<file path="src/rtl/egsh_pkg.sv">
package egsh_pkg;
  localparam int CODE_W = 7;

  typedef enum logic [1:0] {SH_IDLE, SH_TX, SH_GAP} sh_state_t;

  function automatic int unsigned queues_for_mode(logic [1:0] m, int unsigned nq);
    case (m)
      2'b00:   return 1;
      2'b01:   return 2;
      default: return nq;
    endcase
  endfunction
endpackage

</file>
<file path="src/rtl/egsh_rate.sv">
// Derives per-bucket drain credit and the unlimited flag from the codes.
module egsh_rate #(
  parameter int NQ = 4,
  parameter int CW = 7,
  parameter int QW = 2
) (
  input  logic                   qlim_en,
  input  logic [QW:0]            nact,
  input  logic [NQ*CW-1:0]       codes,
  output logic [NQ-1:0][CW-1:0]  credit,
  output logic [NQ-1:0]          unlim
);
  logic [QW-1:0] top;
  logic [CW-1:0] top_code;
  logic [CW-1:0] port_code;

  assign top       = QW'(nact - 1'b1);
  assign top_code  = codes[int'(top)*CW +: CW];
  assign port_code = codes[CW-1:0];

  for (genvar q = 0; q < NQ; q++) begin : g_q
    localparam logic [QW-1:0] QI = QW'(q);
    logic [CW-1:0] shifted;
    logic          above;
    assign shifted = top_code >> (top - QI);
    assign above   = (QI > top);
    if (q == 0) begin : g_port
      assign credit[q] = !qlim_en ? port_code
                                  : ((shifted == '0) ? CW'(1) : shifted);
      assign unlim[q]  = !qlim_en ? (port_code == '0) : (top_code == '0);
    end else begin : g_rest
      assign credit[q] = (!qlim_en || above) ? '0
                                             : ((shifted == '0) ? CW'(1) : shifted);
      assign unlim[q]  = (!qlim_en || above) ? 1'b1 : (top_code == '0);
    end
  end
endmodule

</file>
<file path="src/rtl/egsh_bucket.sv">
// One leaky bucket: charged on grant, drained every clock by its credit.
module egsh_bucket #(
  parameter int LEN_W      = 11,
  parameter int FRAC       = 4,
  parameter int CW         = 7,
  parameter int LVL_THRESH = 0
) (
  input  logic             clk,
  input  logic             rst,
  input  logic [CW-1:0]    credit,
  input  logic             unlim,
  input  logic             charge,
  input  logic [LEN_W-1:0] len,
  output logic             ok
);
  localparam int LVL_W = LEN_W + FRAC + 2;

  logic [LVL_W-1:0] level;
  logic [LVL_W-1:0] drained;
  logic [LVL_W-1:0] add;

  assign drained = (level > LVL_W'(credit)) ? level - LVL_W'(credit) : '0;
  assign add     = charge ? (LVL_W'(len) << FRAC) : '0;

  always_ff @(posedge clk) begin
    if (rst || unlim) level <= '0;
    else              level <= drained + add;
  end

  assign ok = unlim || (level <= LVL_W'(LVL_THRESH));
endmodule

</file>
<file path="src/rtl/egsh_pick.sv">
// Fixed-priority pick: highest index wins.
module egsh_pick #(
  parameter int NQ = 4,
  parameter int QW = 2
) (
  input  logic [NQ-1:0] elig,
  output logic          any,
  output logic [QW-1:0] idx
);
  always_comb begin
    idx = '0;
    for (int i = 0; i < NQ; i++) begin
      if (elig[i]) idx = QW'(i);
    end
  end
  assign any = |elig;
endmodule

</file>
<file path="src/rtl/egress_shaper.sv">
module egress_shaper
  import egsh_pkg::*;
#(
  parameter int NQ         = 4,
  parameter int LEN_W      = 11,
  parameter int FRAC       = 4,
  parameter int BYTE_CYC   = 1,
  parameter int IFG_BYTES  = 12,
  parameter int LVL_THRESH = 0
) (
  input  logic                      clk,
  input  logic                      rst,
  input  logic                      qlim_en,
  input  logic [1:0]                qmode,
  input  logic [NQ*CODE_W-1:0]      rate_codes,
  input  logic [NQ-1:0]             frame_req,
  input  logic [NQ*LEN_W-1:0]       frame_len,
  output logic                      tx_grant,
  output logic [$clog2(NQ)-1:0]     tx_qid,
  output logic                      gap_done,
  output logic [LEN_W+FRAC+2:0]     gap_len
);
  localparam int CW      = CODE_W;
  localparam int QW      = $clog2(NQ);
  localparam int GAP_W   = LEN_W + FRAC + 3;
  localparam int IFG_CYC = IFG_BYTES * BYTE_CYC;
  localparam int TX_W    = LEN_W + $clog2(BYTE_CYC + 1) + 1;

  logic [QW:0]                nact;
  logic [NQ-1:0][CW-1:0]      credit;
  logic [NQ-1:0]              unlim, b_ok, elig, charge;
  logic [NQ-1:0][LEN_W-1:0]   lens;
  logic                       grant_now;
  logic [QW-1:0]              pick, bsel, lastb;
  logic [LEN_W-1:0]           sel_len;
  logic [TX_W-1:0]            frame_cyc, tx_cnt;
  logic [GAP_W-1:0]           gcnt, gnext;
  sh_state_t                  state;

  assign nact = (QW+1)'(queues_for_mode(qmode, NQ));

  egsh_rate #(.NQ(NQ), .CW(CW), .QW(QW)) u_rate (
    .qlim_en (qlim_en),
    .nact    (nact),
    .codes   (rate_codes),
    .credit  (credit),
    .unlim   (unlim)
  );

  for (genvar q = 0; q < NQ; q++) begin : g_q
    assign lens[q]   = frame_len[q*LEN_W +: LEN_W];
    assign elig[q]   = (state == SH_IDLE) && frame_req[q] &&
                       ((QW+1)'(q) < nact) &&
                       (qlim_en ? b_ok[q] : b_ok[0]);
    assign charge[q] = grant_now && (bsel == QW'(q));

    egsh_bucket #(
      .LEN_W(LEN_W), .FRAC(FRAC), .CW(CW), .LVL_THRESH(LVL_THRESH)
    ) u_bkt (
      .clk    (clk),
      .rst    (rst),
      .credit (credit[q]),
      .unlim  (unlim[q]),
      .charge (charge[q]),
      .len    (sel_len),
      .ok     (b_ok[q])
    );
  end

  egsh_pick #(.NQ(NQ), .QW(QW)) u_pick (
    .elig (elig),
    .any  (grant_now),
    .idx  (pick)
  );

  assign bsel      = qlim_en ? pick : '0;
  assign sel_len   = lens[pick];
  assign frame_cyc = TX_W'(sel_len) * TX_W'(BYTE_CYC);
  assign gnext     = gcnt + 1'b1;

  always_ff @(posedge clk) begin
    if (rst) begin
      state    <= SH_IDLE;
      tx_grant <= 1'b0;
      tx_qid   <= '0;
      gap_done <= 1'b0;
      gap_len  <= '0;
      tx_cnt   <= '0;
      gcnt     <= '0;
      lastb    <= '0;
    end else begin
      tx_grant <= 1'b0;
      gap_done <= 1'b0;
      case (state)
        SH_IDLE: begin
          if (grant_now) begin
            tx_grant <= 1'b1;
            tx_qid   <= pick;
            lastb    <= bsel;
            tx_cnt   <= frame_cyc - 1'b1;
            state    <= SH_TX;
          end
        end
        SH_TX: begin
          if (tx_cnt == '0) begin
            gcnt  <= '0;
            state <= SH_GAP;
          end else begin
            tx_cnt <= tx_cnt - 1'b1;
          end
        end
        SH_GAP: begin
          gcnt <= gnext;
          if ((gnext >= GAP_W'(IFG_CYC)) && b_ok[lastb]) begin
            gap_done <= 1'b1;
            gap_len  <= gnext;
            state    <= SH_IDLE;
          end
        end
        default: state <= SH_IDLE;
      endcase
    end
  end
endmodule

</file>
<file path="config.mk">
export PLATFORM = sky130hd
export DESIGN_NAME = egress_shaper
export DESIGN_NICKNAME = d
export VERILOG_FILES = /design/src/rtl/egsh_pkg.sv /design/src/rtl/egsh_rate.sv /design/src/rtl/egsh_bucket.sv /design/src/rtl/egsh_pick.sv /design/src/rtl/egress_shaper.sv
export SDC_FILE = /design/constraint.sdc
export NUM_CORES = 1
export LEC_CHECK = 0
export CORE_ASPECT_RATIO = 2
export CORE_MARGIN = 3
export CORE_UTILIZATION = 50
export DETAILED_ROUTE_END_ITERATION = 7
export DONT_BUFFER_PORTS = 1
export MAX_ROUTING_LAYER = met4
export PLACE_DENSITY = 0.68
export REMOVE_ABC_BUFFERS = 1
export SETUP_SLACK_MARGIN = 0.1
export SYNTH_ARGS = -nofsm -noshare
export SYNTH_HDL_FRONTEND = slang
export SYNTH_SLANG_ARGS = --single-unit
</file>
<file path="constraint.sdc">
create_clock -name clk -period 7.8 [get_ports clk]
set_input_delay 0.78 -clock clk [delete_from_list [all_inputs] [get_ports clk]]
set_output_delay 0.78 -clock clk [all_outputs]
set_load 0.02 [all_outputs]
</file>
==> run metrics, run 1 <==
status=complete, no violations; RSZ-0062 raised after global routing=false; area share of the largest cell type after synthesis=24.2%; vias post-DR=9969; Cell Pwr Density=411 nW/um2; worst min path class=in -> reg; Clock Skew=0.00997 ns; drt drc=0; Routed WL per cell=19.6 um; Slew Limit Fails=0; highest clock rate=141 MHz; WP data required=8.11 ns; slack of the critical path=0.689 ns; DP Wirelength=25200 um; Final Net Count=1510; Clock Latency Late Sink=0.43 ns; Max Fanout on Critical Path=12; post-route cell area=11200 um2; Post-DP Area=10600 um2; starting density of the core=51.5%; layout cell share with drive strength beyond 1=8.40%; fillers=1951; IO Pins=103; Top FF cell, synth=dfxtp_1; most frequent cells in the layout=244 x nor2_1, 125 x dfxtp_1, 78 x nand2_1, 77 x a21oi_1, 76 x inv_1; cell accounting for the most synthesized area=dfxtp_1; DR iter-0 viols=572; synthesized area=10300 um2; Root Driver=clkbuf_16; setup TNS=0 ns; die height=209 um; commonest non-fill, non-tap cell in the layout=nor2_1; CTS clock-pin slew for the worst setup and hold paths=0.06 ns; Post-Synthesis Cells=1356; H-tree depth=4; Async SR Flop Fraction=0%; global-route wire length before repair=50500 um; synth warn=0; initial antenna violation count=0; GP Congestion=0.974; IO buf count=0; sequential cell area fraction in the yosys report=24.2%; diodes inserted=0; Die W=108 um; vias in the first global route=9964; maximum VDD drop=0.265 mV; Seq. cell area=2500 um2; CP endpoint kind=flip-flop; gr usage total=29.3%; WS Path Type=in -> reg; Sink Count=125; number of enable flip-flop cells after synthesis=0; startpoint types=input port; multi-input logic area=7260 um2; Slew HR=36.3%; Max-Cap Viols=0; Tcrit/Tclk final=91.2%; Finish-stage setup viols=0; Hold Vio Cnt, Final=0; num rows=73; Syn Area/Cell=7.63 um2; fin util=55.6%; TritonRoute pass-1 iters=6; P_leak=4.67 nW; GRT overflow=0; Crit path largest cell delay=0.70 ns; core area=20100 um2; Arrival @ worst endpoint=7.42 ns; CTS tree=yes; CTS Buf Count=17; Via density=6.16; total power=4.59 mW; Place WS=0.147 ns; CP max stage cell=a2111oi_0; largest net degree at the start of global routing=58; routed wire length=31700 um; Die Area=22600 um2; #FFs+latches synth=125; area grow syn2layout=7.97%; Worst Tran Pin Value=0.954 ns; Detail Route Antenna Nets=0; top cells by area, synth=dfxtp_1 24%, ha_1 9.2%, nor2_1 8.9%; minimum clock period=7.11 ns; CP most frequent cell=a21oi_1; CTS max path bufs=2; Yosys cell types=93
-- layer usage --
layer | vias to the layer above | part of all wire, % | global-route usage (%) | wire length, um
met5 | - | 0 | - | 0
met4 | 0 | 8.7 | 21.0 | 2770
met3 | 149 | 4.0 | 6.12 | 1280
met2 | 284 | 53 | 52.3 | 16800
met1 | 4719 | 34 | 26.9 | 10900
li1 | 4817 | - | - | -
-- where the power goes --
group          switching [mW]  internal, mW
logic                    1.74          1.22
clock network           0.294         0.467
registers               0.119         0.757
total                    2.15          2.44
-- final timing paths --
path,slack (ns),to,start,depth (start not counted)
setup / recovery,0.69,g_q[2].u_bkt.level[15]$_SDFF_PP0_,qmode[0],32
hold / removal,0.41,gcnt[3]$_SDFFE_PP0P_,rst,1
setup reg to reg,1.98,g_q[2].u_bkt.level[15]$_SDFF_PP0_,g_q[2].u_bkt.level[8]$_SDFF_PP0_,19
hold reg to reg,0.49,tx_cnt[4]$_SDFFE_PP0P_,tx_cnt[4]$_SDFFE_PP0P_,2
-- worst max-delay path, delay by kind of cell --
kind / cells / cell delay (ns)
AO/OA/AOI/OAI: 18 / 3.77
AND/OR/NAND/NOR: 8 / 1.18
adder cells (fa/ha/maj): 3 / 1.04
buffers and inverters: 2 / 0.34
multiplexers: 1 / 0.30
-- cell families after synthesis --
logic type	after synthesis	synth area share, %
AO/OA/AOI/OAI	316	21.3
XOR/XNOR	95	8.05
adder cells (fa/ha/maj)	84	10.7
buffers and inverters	138	5.82
flip-flops	125	24.2
multiplexers	32	3.30
other	1	0.0363
AND/OR/NAND/NOR	565	26.6
-- timing repair --
action | in CTS | in global routing
resized for setup | 0 | 4
setup endpoints to repair | 0 | 2
hold buffers | 0 | 0
buffers inserted | 0 | 0
-- through the flow --
step                      std cells  hold slack [ns]
after detailed placement       1588            0.480
after floorplan                1294            0.447
after CTS                      1619            0.396
after global placement         1588            0.463
after global routing           1619            0.400
final                          1619            0.411
-- state kept, by name, summed over array words and instances (netlist names) --
signal / flops
g_q.u_bkt.level: 68
gap_len: 18
gcnt: 18
gap_done: 1
tx_cnt: 13
tx_grant: 1
lastb: 2
state: 2
tx_qid: 2
-- cell usage after synthesis (all sizes together), types with 4 or more instances --
master,number
a2111oi,4
a211o,7
a211oi,15
a21boi,6
a21o,10
a21oi,78
a22oi,18
a31o,4
a31oi,15
and2,10
and3,16
and4,7
buf,18
clkbuf,44
dfxtp,125
fa,8
ha,76
inv,76
mux2,4
mux2i,28
nand2,78
nand2b,11
nand3,39
nand3b,4
nand4,14
nor2,248
nor2b,22
nor3,45
nor3b,6
nor4,22
o211ai,14
o21a,7
o21ai,51
o21bai,27
o221a,9
o221ai,4
o22ai,13
o311ai,4
o31ai,4
or2,10
or3,13
or4,12
xnor2,64
xor2,31
-- cell type report --
class                   count  area share, %
well taps                 262           2.94
inverters                  76           2.55
multi-input cells        1093           65.0
flip-flops and latches    125           22.4
clock buffers              24           4.40
clock inverters             7          0.560
repair buffers             32           2.15
(Power assumes the default switching activity.)
==> inputs of run 2 (changes only) <==
- REMOVE_ABC_BUFFERS: 1 -> unset
- SYNTH_HIERARCHICAL: unset -> 1
==> run metrics, run 2 <==
Final Net Count=1570; Top FF cell, synth=dfxtp_1; mux cell area share after synthesis=5.07%; Cell Pwr Density=494 nW/um2; Max-Cap Viols=0; TritonRoute pass-1 iters=7; CTS clock-pin slew for the worst setup and hold paths=0.06 ns; GP Congestion=1.04; Routed WL per cell=22.1 um; sequential cell area fraction in the yosys report=22.4%; layout cell share with drive strength beyond 1=8.47%; vias post-DR=10900; Slew HR=44.6%; Synth Net Count=1603; Synth Area in Compound Gates=22.0%; largest family of logic cells by synthesized area=simple AND/OR/NAND/NOR gates; CTS Buf Count=17; Arrival @ worst endpoint=6.96 ns; IO buf count=0; slack of the critical path=1.17 ns; area grow syn2layout=6.94%; WS Path Type=in -> reg; WP data required=8.13 ns; drt drc=0; initial antenna violation count=7; area share of the largest cell type after synthesis=22.4%; count leader, synth=nor2_1; DP Wirelength=29700 um; Hold Vio Cnt, Final=0; gr usage total=31.3%; core area=21800 um2; Die Area=24300 um2; top flop regs=g_q.u_bkt/level: 68 flops, gap_len: 18 flops, gcnt: 18 flops; largest net degree at the start of global routing=67; Finish-stage setup viols=0; commonest non-fill, non-tap cell in the layout=nor2_1; Place WS=0.891 ns; worst min path class=in -> reg; vias in the first global route=11100; cell accounting for the most synthesized area=dfxtp_1; Sink Count=125; DR iter-0 viols=740; Slew Limit Fails=0; R2R setup slack=1.73 ns; RSZ-0062 raised after global routing=false; routed wire length=37500 um; #FFs+latches synth=125; Min Hold Slack=0.400 ns; Via density=6.43; # resized after CTS=0; setup TNS=0 ns; Clock Latency Late Sink=0.45 ns; Yosys cell types=93; H-tree depth=4; Tcrit/Tclk final=85.0%; Post-Synthesis Cells=1436; simple logic cell fraction of the synthesized area=28.3%; setup bufs post-CTS=0; synthesized area=11200 um2; Post-Synth XOR/XNOR Area=6.97%; hold buffer count at CTS=0; fillers=2133; Worst Tran Pin Value=0.824 ns; die height=218 um; num rows=76; Root Driver=clkbuf_16; top cells by area, synth=dfxtp_1 22%, ha_1 8.7%, nor2_1 6.9%; IO Pins=103; starting density of the core=51.4%; Clock Skew=0.00958 ns; commonest cells in the netlist=205 x nor2_1, 125 x dfxtp_1, 92 x a21oi_1; CP endpoint kind=flip-flop; most frequent cells in the layout=204 x nor2_1, 125 x dfxtp_1, 92 x a21oi_1, 81 x nand2_1, 78 x ha_1; status=complete, no violations; Die W=112 um; maximum VDD drop=0.268 mV; number of enable flip-flop cells after synthesis=0; Detail Route Antenna Nets=0; startpoint types=input port; Async SR Flop Fraction=0%; global-route wire length before repair=57600 um; Syn Area/Cell=7.79 um2; minimum clock period=6.63 ns; synth warn=6; GRT overflow=0; CTS tree=yes; CTS max path bufs=2; Adder-Cell Fraction of Synth Area=10.2%; Largest register FFs=68; highest clock rate=151 MHz; Largest Register=g_q.u_bkt/level; Max Fanout on Critical Path=23; P_leak=4.57 nW
-- run 2: cell count changes after synthesis, sizes merged, moves of 18 or more --
cell,change
mux4,+18
a211oi,+20
o21bai,-20
and2,+49
mux2i,-19
a21oi,+18
nor2,-43
o21a,+23
o21ai,+27
-- run 2: worst max-delay path, stage by stage --
cell and delay [ns]:
nand2b_1 0.14, inv_1 0.06, inv_1 0.05, ha_1 0.50
buf_4 0.32, or3b_1 0.39, a211oi_2 0.31, a21oi_1 0.08
o21ai_1 0.23, a31o_2 0.18, o21ai_0 0.13, nor3_1 0.26
a21o_1 0.45, buf_4 0.28, inv_1 0.07, nor2_1 0.37
and2_1 0.20, ha_1 0.20, fa_1 0.23, a21oi_1 0.09
nand4b_1 0.22, a2111oi_0 0.60, o21ai_0 0.22, a21oi_1 0.25
mux2_4 0.32
-- run 2: final timing paths --
path / endpoint / startpoint / depth (start not counted)
worst max-delay path: g_q[3].u_bkt/level[16]$_SDFF_PP0_ / qmode[1] / 25
worst max register to register: g_q[3].u_bkt/level[16]$_SDFF_PP0_ / g_q[1].u_bkt/level[11]$_SDFF_PP0_ / 19
worst min register to register: lastb[1]$_SDFFE_PP0P_ / lastb[1]$_SDFFE_PP0P_ / 2
worst min-delay path: gap_len[11]$_SDFFE_PP0P_ / rst / 1
-- run 2: cell type report --
type                            instances  area, um2  share of cell area, %
Tap cell                              273        342                   2.86
Inverter                               73        274                   2.29
Clock inverter                         13        189                   1.58
Timing Repair Buffer                    9       67.6                  0.565
Sequential cell                       125       2500                   20.9
Clock buffer                           19        443                   3.70
Multi-Input combinational cell       1177       8120                   67.9
Antenna cell                            8       20.0                  0.167
-- run 2: cell families (layout without fill, tap and decap cells) --
| logic type | after synthesis | after routing |
|---|---|---|
| multiplexers | 33 | 33 |
| buffers and inverters | 134 | 114 |
| adder cells (fa/ha/maj) | 86 | 86 |
| other | 0 | 8 |
| flip-flops | 125 | 125 |
| AO/OA/AOI/OAI | 370 | 370 |
| AND/OR/NAND/NOR | 599 | 599 |
| XOR/XNOR | 89 | 89 |
-- run 2: report_power, final --
part	switching (mW)	internal (mW)	total [mW]
clock	0.328	0.544	0.872
sequential	0.154	0.789	0.943
combinational	2.45	1.64	4.09
-- run 2: stage by stage --
step / util [%] / instances / power [mW] / cell area [um2]
3_3_place_gp: 51.9 / 1657 / 4.97 / 11300
5_1_grt: 54.9 / 1696 / 6.38 / 12000
3_5_place_dp: 51.9 / 1657 / 4.99 / 11300
4_1_cts: 54.8 / 1689 / 5.88 / 11900
2_1_floorplan: - / 1436 / 4.05 / 11200
6_report: 54.9 / 1697 / 5.91 / 12000
-- run 2: metal layers --
layer	global-route usage (%)	vias to the layer above	wire length, um	part of all wire (%)
met5	-	-	0	0
met2	58.0	373	20100	54
met1	26.4	5209	12200	33
met3	7.97	168	2220	5.9
li1	-	5160	-	-
met4	22.5	0	2900	7.7
==> inputs of run 3 (changes only) <==
- clock period: 7.8 -> 5.4 ns (I/O delays scaled with it)
==> run metrics, run 3 (synthesized netlist as in run 2, its figures left out) <==
startpoint types=flip-flop; Die Area=24300 um2; die height=218 um; Finish-stage setup viols=0; commonest non-fill, non-tap cell in the layout=nor2_1; IO buf count=0; CTS tree=yes; Clock Skew=0.00919 ns; area grow syn2layout=22.0%; P_leak=5.49 nW; Largest Register=g_q.u_bkt/level; CP endpoint kind=flip-flop; CTS clock-pin slew for the worst setup and hold paths=0.06 ns; Clock Latency Late Sink=0.45 ns; Sink Count=125; most frequent cells in the layout=203 x nor2_1, 188 x buf_4, 125 x dfxtp_1, 88 x a21oi_1, 81 x nand2_1; minimum clock period=5.18 ns; status=complete, no violations; total power=10.4 mW; largest net degree at the start of global routing=67; CTS max path bufs=2; num rows=76; Max Fanout on Critical Path=5; drt drc=0; H-tree depth=4; Worst Tran Pin Value=0.804 ns; worst setup path start=g_q[0].u_bkt/level[11]$_SDFF_PP0_; highest clock rate=193 MHz; vias post-DR=11600; Via density=6.18; WP data required=5.78 ns; Root Driver=clkbuf_16; top flop regs=g_q.u_bkt/level: 68 flops, gap_len: 18 flops, gcnt: 18 flops; vias in the first global route=11900; Slew HR=46.4%; Hold Vio Cnt, Final=0; starting density of the core=51.4%; Cell Pwr Density=761 nW/um2; WS Path Type=reg -> reg; Detail Route Antenna Nets=0; Routed WL per cell=20.3 um; Arrival @ worst endpoint=5.55 ns; placed insts=1831; Tcrit/Tclk final=95.9%; worst min path class=in -> reg; hold buffer count at CTS=0; GP Congestion=1.07; TritonRoute pass-1 iters=7; Largest register FFs=68; core area=21800 um2; fillers=1960; Max-Cap Viols=0; gr usage total=31.9%; GRT overflow=0; RSZ-0062 raised after global routing=true; DR iter-0 viols=921; layout cell share with drive strength beyond 1=22.5%; Worst R2R Start=g_q[0].u_bkt/level[11]$_SDFF_PP0_; Slew Limit Fails=0; maximum VDD drop=0.391 mV; non-filler instance count after layout=1879; IO Pins=103; routed wire length=38200 um; initial antenna violation count=7; CTS Buf Count=17; Final Net Count=1753; global-route wire length before repair=59400 um; Die W=112 um; worst min-delay path startpoint=rst; DP Wirelength=30400 um
[run 3: cell count changes in the layout (fill, tap and decap cells not counted), sizes merged]
cell	before	now
bufinv	4	2
buf	9	192
clkbuf	19	18
diode	8	7
clkinvlp	2	1
inv	74	78
[run 3: worst max-delay path, cell delays in order, from the launching register on]
cell and delay [ns]:
dfxtp_1 0.32, or4_4 0.57, or4_4 0.47, nor3_2 0.19, buf_4 0.18, a31o_2 0.19
o21ai_2 0.08, nor3_2 0.20, a21o_1 0.23, buf_6 0.16, mux4_2 0.59, and2_4 0.21
ha_4 0.26, o211ai_1 0.10, o211ai_1 0.28, nand2_1 0.11, a32o_2 0.24, or4_1 0.54
a21oi_1 0.16
[run 3: where the power goes]
part	internal (mW)	switching (mW)
Clock	0.688	0.501
Combinational	3.79	4.04
Sequential	1.14	0.222
Total	5.62	4.76
[run 3: worst paths after layout]
check / slack, ns / depth (start not counted) / to
worst max register to register: 0.22 / 18 / g_q[1].u_bkt/level[16]$_SDFF_PP0_
worst min-delay path: 0.16 / 1 / gap_len[17]$_SDFFE_PP0P_
worst min register to register: 0.47 / 2 / lastb[0]$_SDFFE_PP0P_
worst max-delay path: 0.22 / 18 / g_q[1].u_bkt/level[16]$_SDFF_PP0_
[run 3: per-stage QoR]
step	area, um2	util [%]	setup slack (ns)	TNS (ns)	hold WS (ns)
final	13600	62.7	0.224	0	0.160
after global routing	13600	62.7	0.0638	0	0.146
after CTS	13300	61.3	0.205	0	0.143
after detailed placement	12700	58.5	-0.234	-2.36	0.466
after global placement	12700	58.5	-0.177	-0.989	0.459
after floorplan	11400	-	0.0431	0	0.437
[run 3: layer usage]
layer  track usage, %  vias to the layer above  share of wire (%)
met1             26.9                     5499                 32
met5                -                        -                  0
met2             60.3                      432                 55
li1                 -                     5530                  -
met3             8.00                      156                5.9
met4             20.9                        0                6.8
[run 3: cell type report]
cell class                      count  area (um2)  share of cell area (%)
Timing Repair Buffer              192        1460                    10.7
Tap cell                          273         342                    2.50
Clock buffer                       18         429                    3.15
Multi-Input combinational cell   1177        8460                    62.0
Sequential cell                   125        2500                    18.3
Inverter                           73         274                    2.01
Antenna cell                        7        17.5                   0.128
Clock inverter                     14         160                    1.17
[run 3: timing repair]
action / CTS / global route
hold endpoints to repair: 0 / 0
setup buffers: 0 / 9
pin swaps: 0 / 25
setup endpoints to repair: 3 / 22
resized for setup: 1 / 48
